**config.mk**
```make
export PLATFORM = sky130hd
export DESIGN_NAME = rx_word_fifo
export DESIGN_NICKNAME = d
export VERILOG_FILES = /design/src/rtl/rx_word_fifo.sv
export SDC_FILE = /design/constraint.sdc
export NUM_CORES = 2
export LEC_CHECK = 0
export BUFFER_PORTS_ARGS = -buffer_cell sky130_fd_sc_hd__buf_2
export CAP_MARGIN = 10
export CORE_AREA = 2 2 428 430
export DETAILED_ROUTE_END_ITERATION = 10
export DIE_AREA = 0 0 430 432
export GPL_ROUTABILITY_DRIVEN = 0
export PLACE_DENSITY_LB_ADDON = 0.25
export SETUP_SLACK_MARGIN = 0.1
export SYNTH_ARGS = -nofsm -noshare
export SYNTH_HDL_FRONTEND = slang
export SYNTH_SLANG_ARGS = --single-unit
```
**constraint.sdc**
```tcl
create_clock -name clk -period 4.9 [get_ports clk]
set_clock_uncertainty 0.05 [all_clocks]
set_input_delay 0.245 -clock clk [delete_from_list [all_inputs] [get_ports clk]]
set_output_delay 0.245 -clock clk [all_outputs]
set_load 0.1 [all_outputs]
```
**src/rtl/rx_word_fifo.sv**
```systemverilog
module rx_word_fifo #(
  parameter int DEPTH         = 64,
  parameter int SETTLE_CYCLES = 1000,
  parameter int AE_RESET      = 16,
  parameter int AF_RESET      = 16
) (
  input  logic        clk,
  input  logic        rst_n,
  input  logic        push,
  input  logic [31:0] push_data,
  input  logic        pop,
  output logic [31:0] pop_data,
  output logic        data_ready,
  input  logic [2:0]  reg_addr,
  input  logic        reg_wr,
  input  logic [31:0] reg_wdata,
  output logic [31:0] reg_rdata
);
  localparam int AW = (DEPTH > 1) ? $clog2(DEPTH) : 1;
  localparam int CW = $clog2(DEPTH + 1);
  localparam int SW = $clog2(SETTLE_CYCLES + 1);
  localparam logic [2:0] A_CTRL = 3'd0, A_THR = 3'd1, A_STAT = 3'd2,
                         A_CAP = 3'd3, A_LVL = 3'd4;

  logic [31:0]   mem [DEPTH];
  logic [AW-1:0] wr_ptr, rd_ptr;
  logic [CW-1:0] level;
  logic [SW-1:0] settle_cnt;
  logic          rx_en, ovr, udr;
  logic [15:0]   ae_th;
  logic [7:0]    af_th;

  wire settled = settle_cnt == SW'(SETTLE_CYCLES);
  wire empty   = level == '0;
  wire full    = level == CW'(DEPTH);
  wire flush   = reg_wr && reg_addr == A_CTRL && reg_wdata[0];
  wire do_push = push && rx_en && settled && !full && !flush;
  wire do_pop  = pop && settled && !empty && !flush;
  wire ovr_set = push && rx_en && settled && full;
  wire udr_set = pop && settled && empty;
  wire st_wr   = reg_wr && reg_addr == A_STAT;

  wire f_ne  = !empty;
  wire f_nae = 32'(level) > 32'(ae_th);
  wire f_naf = (32'(DEPTH) - 32'(level)) > 32'(af_th);
  wire f_nf  = !full;

  function automatic logic [AW-1:0] nxt(input logic [AW-1:0] p);
    return (p == AW'(DEPTH - 1)) ? '0 : p + 1'b1;
  endfunction

  always_ff @(posedge clk) begin
    if (!rst_n) settle_cnt <= '0;
    else if (!settled) settle_cnt <= settle_cnt + 1'b1;
  end

  always_ff @(posedge clk) begin
    if (do_push) mem[wr_ptr] <= push_data;
  end

  always_ff @(posedge clk) begin
    if (!rst_n || flush) begin
      wr_ptr <= '0;
      rd_ptr <= '0;
      level  <= '0;
    end else begin
      if (do_push) wr_ptr <= nxt(wr_ptr);
      if (do_pop)  rd_ptr <= nxt(rd_ptr);
      if (do_push && !do_pop)      level <= level + 1'b1;
      else if (do_pop && !do_push) level <= level - 1'b1;
    end
  end

  always_ff @(posedge clk) begin
    if (!rst_n) begin
      rx_en <= 1'b0;
      ae_th <= 16'(AE_RESET);
      af_th <= 8'(AF_RESET);
      ovr   <= 1'b0;
      udr   <= 1'b0;
    end else begin
      if (reg_wr && reg_addr == A_CTRL) rx_en <= reg_wdata[1];
      if (reg_wr && reg_addr == A_THR) begin
        ae_th <= reg_wdata[15:0];
        af_th <= reg_wdata[23:16];
      end
      if (ovr_set)                  ovr <= 1'b1;
      else if (st_wr && reg_wdata[23]) ovr <= 1'b0;
      if (udr_set)                  udr <= 1'b1;
      else if (st_wr && reg_wdata[22]) udr <= 1'b0;
    end
  end

  assign pop_data   = mem[rd_ptr];
  assign data_ready = f_ne;

  always_comb begin
    case (reg_addr)
      A_CTRL:  reg_rdata = {30'b0, rx_en, 1'b0};
      A_THR:   reg_rdata = {8'b0, af_th, ae_th};
      A_STAT:  reg_rdata = {8'b0, ovr, udr, 6'b0, f_nf, f_naf, f_nae, f_ne, 12'b0};
      A_CAP:   reg_rdata = {12'b0, 20'(DEPTH)};
      A_LVL:   reg_rdata = {12'b0, 20'(level)};
      default: reg_rdata = '0;
    endcase
  end
endmodule

```
# == Yosys cells after proc, flatten, opt, wreduce, memory -nomap -nowiden ==
# Memory sizes are Yosys's and may differ from the RTL's. A register that Yosys moved wholly into a read port is not among the register bits.
# Cells that the tools add are included.
# totals
memories,1
in_bits,72
mem_bits_rw,2048
output_inout_bits,65
ff_bits,56
word_cells,68
# classes
magnitude_cmp,2
addsub,6
eq_ne,8
muxes,13
reduce_logical,29
# mem_list
name,words,word_bits,read_ports,rd_clocked_by_memory_dff,wr,line,rtl
mem,64,32,1,1,1,25,logic [31:0] mem [DEPTH];
# op_table
cell,n
24-bit case mux with 5 select lines,1
32-bit by 8-bit greater-than comparator with 1-bit output,1
6-bit 2-to-1 mux,4
1-bit logical AND,17
7-bit by 16-bit greater-than comparator with 1-bit output,1
7-bit 2-to-1 mux,2
"6-bit by 1-bit adder with 6-bit output, second input constant",2
"6-bit equality test, second input constant",2
"10-bit by 1-bit adder with 10-bit output, second input constant",1
"10-bit equality test, second input constant",1
"7-bit by 7-bit subtractor with 8-bit output, first input constant",1
"7-bit by 1-bit adder with 7-bit output, second input constant",1
"7-bit equality test, second input constant",1
7-bit logical NOT,1
"7-bit by 1-bit subtractor with 7-bit output, second input constant",1
"3-bit by 2-bit equality test with 1-bit output, second input constant",2
1-bit logical NOT,6
1-bit 2-to-1 mux,6
2-bit nonzero test,3
"3-bit by 1-bit equality test with 1-bit output, second input constant",1
"3-bit equality test, second input constant",1
3-bit logical NOT,1
1-bit logical OR,1

# == Logic depth before layout (Yosys ltp) ==
# logic_depth
depth_word,9
depth_mapped,16
depth_no_buf,15

# == Least setup slack after synthesis ==
# Ideal clock, no wire load.
# synth_path
path_type,reg2out
from,reg level[0]
to,out reg_rdata[14]
path_buffers,0
t_arrival_ps,4804
t_required_ps,4605
stages_incl_launch_ff,9
path_slack_ps,-199
cell_sequence,dfxtp_1 > inv_1 > ha_1 > nand4b_1 > nand2_1 > ha_1 > and3_1 > a22o_1 > a211oi_1
# synth_between
elab_chain_cells,3
# synth_rtl
element,line,rtl
from (decl),27,logic [CW-1:0] level;
from (signal assigned),69,if (do_push && !do_pop) level <= level + 1'b1;
from (signal assigned),70,else if (do_pop && !do_push) level <= level - 1'b1;
7-bit by 7-bit subtractor with 8-bit output,45,wire f_naf = (32'(DEPTH) - 32'(level)) > 32'(af_th);
32-bit by 8-bit greater-than comparator with 1-bit output,45,
24-bit case mux with 5 select lines,98,case (reg_addr)
to (decl),17,output logic [31:0] reg_rdata
# No other way between the ends.

==> impl_metrics.yaml <==
die:
  core_area_um2: 182000
  die_x_um: 430
  initial_core_util_pct: 44.7
  die-area_um2: 186000
  die_h_um: 432
  placement_rows: 157
  io_pins: 137
placement:
  dp_cells: 6233
  place_area_um2: 86500
  io_buffers: 120
  dp_hpwl_um: 113000
  place_ws_ns: 1.04
clocking:
  cts_num_sinks: 2110
  clk_pin_slew_worst_paths_ns: 0.06
  clock_latency_ns: 0.85
  clockBufferDepth: 3
  cts_root_buf: "clkbuf_16"
  h-tree-depth: 4
  cts_buffers: 201
  cts_tree: "yes"
timing:
  post-route-period-util_pct: 96.7
  rsz0062_at_grt: "no"
  period_needed_ns: 4.74
  timing.final.ws_setup_ns: 0.163
  max_slew_margin_pct: 17.8
  fmax_mhz: 211
  hold-worst-slack_ns: 0.00709
  fin_setup_tns_ns: 0
  worst_pin_slew_ns: 1.23
  setup_viol: 0
  finalHoldViolCount: 0
  slew_viol_final: 0
setup_path:
  worstSetupPathType: "reg -> out"
  critical_path_required_ns: 4.61
  cp-start-kind: "flop"
  arrival_ns: 4.44
  r2r_cells: 17
  crit_fanout: 64
  cp-end-kind: "primary output"
grt:
  grt_usage_pct: 21.4
  grt_max_degree: 74
  grt_pass1_wl_um: 285000
  grt_use_met2_pct: 34.1
  busiest_layer: "met2"
  grt_use_met3_pct: 3.48
  use_met1_pct: 30.9
  antenna_found_initial: 7
  first_global_vias: 40000
  overflow: 0
power_and_ir_drop:
  p_total_mw: 35.0
  p_per_area_nw_per_um2: 375
  power_leakage_nw: 28.4
  peakVddDrop_v: 0.000333
layout:
  seqCellArea_um2: 62800
  drive_gt1_share_pct: 28.4
  fill_cells: 14200
  instances_no_fill: 6663
  layout.nets: 4211
  layout_commonest_cell: "edfxtp_1"
  area_growth_pct: 15.1
  multi_input_area_um2: 18000
  post-route-util_pct: 51.4
  final_cell_mix: "2048 x edfxtp_1, 512 x mux4_2, 204 x clkbuf_16, 149 x buf_4, 109 x buf_2"
  design_area_um2: 93400
route:
  drc: 0
  wirelength_um: 199000
  wl_per_cell_um: 29.8
  drt_first_pass_iters: 5
  drt_iter0_drc: 4465
  vias: 39700
  drtAntennaViolNets: 0
  vias_per_cell: 5.95
synthesis:
  async_reset_ff_share_pct: 0
  synth_edf_count: 2048
  ys_seq_area_share_pct: 77.3
  synth-seq-cells: 2110
  ys.flop_type: "edfxtp_1"
  synth_area_um2: 81200
  ys_warn_count: 0
  syn_avg_cell_area_um2: 21.7
  syn_inst: 3736
  synthDistinctLibCells: 59
worst_hold_path:
  whs_path_depth: 2
  hold_class: "in -> reg"
outcome:
  status: "finished clean"
flow_run:
  drv_cap: 0
==> per-layer routing <==
layer	vias up	part of all wire, %	wire [um]
met2	1465	48	95300
li1	16500	-	-
met5	-	0	0
met1	21400	43	84600
met3	251	7.0	13900
met4	0	2.3	4610
==> logic make-up after synthesis <==
group,Yosys count,share of synthesized area [%]
compound gates,370,3.20
xor+xnor,21,0.227
fa+ha+maj,27,0.425
buf+inv,233,1.24
flops,2110,77.3
mux,620,15.6
other cells,1,0.00462
simple gates,354,2.03
==> worst paths after layout <==
kind / startpoint / end / slack [ns]
worst max-delay path: flop / pop_data[9] / 0.16
worst min-delay path: push_data[14] / mem[39][14] / 0.007
worst max register to register: settle_cnt[0] / level[6] / 1.17
worst min register to register: ae_th[1] / ae_th[1] / 0.44
==> flip-flops by register name, indices dropped and copies added, names as in the netlist, named ones only <==
signal and count:
ae_th 16, af_th 8, level 7, mem 2048, ovr 1, rd_ptr 6, rx_en 1, settle_cnt 10
udr 1, wr_ptr 6
==> final cells by class <==
type / instances / area share [%]
sequential: 2110 / 67.2
multi-input combinational: 1400 / 19.2
clock buffer: 247 / 5.66
timing repair buffer: 372 / 3.60
tap: 2385 / 3.20
clock inverter: 120 / 0.986
inverter: 27 / 0.109
antenna: 2 / 0.00536
==> critical path: stages, from the launching register on <==
cell      delay (ns)
dfxtp_4         0.94
buf_12          0.37
mux4_2          0.30
o221ai_1        0.11
a21oi_1         0.32
nor2_1          0.10
a221oi_1        0.73
buf_2           0.57
==> what timing repair did <==
item	4_1_cts	5_1_grt
gates resized for setup	1	2
setup endpoints to repair	1	2
buffers inserted	0	0
hold endpoints to repair	57	78
hold buffers	55	3
==> Yosys cell counts (27+ instances only) <==
cell type / instances / share of area, %
a21oi_1: 89 / 0.55
o22ai_1: 33 / 0.25
o221ai_1: 30 / 0.32
mux4_2: 512 / 14
clkbuf_1: 103 / 0.48
a22o_1: 37 / 0.40
o21ai_0: 43 / 0.27
dfxtp_1: 62 / 1.5
nor2_1: 138 / 0.64
mux2i_1: 79 / 0.97
inv_1: 27 / 0.12
mux2_2: 29 / 0.40
edfxtp_1: 2048 / 76
buf_2: 76 / 0.47
a221oi_1: 63 / 0.68
nand2_1: 97 / 0.45
==> where the power goes <==
group | switching [mW] | leakage, nW | internal [mW]
Sequential | 0.00660 | 18.9 | 19.8
Clock | 6.59 | 3.03 | 8.22
Combinational | 0.373 | 6.51 | 0.0708
Power figures use the tool's default switching activity.
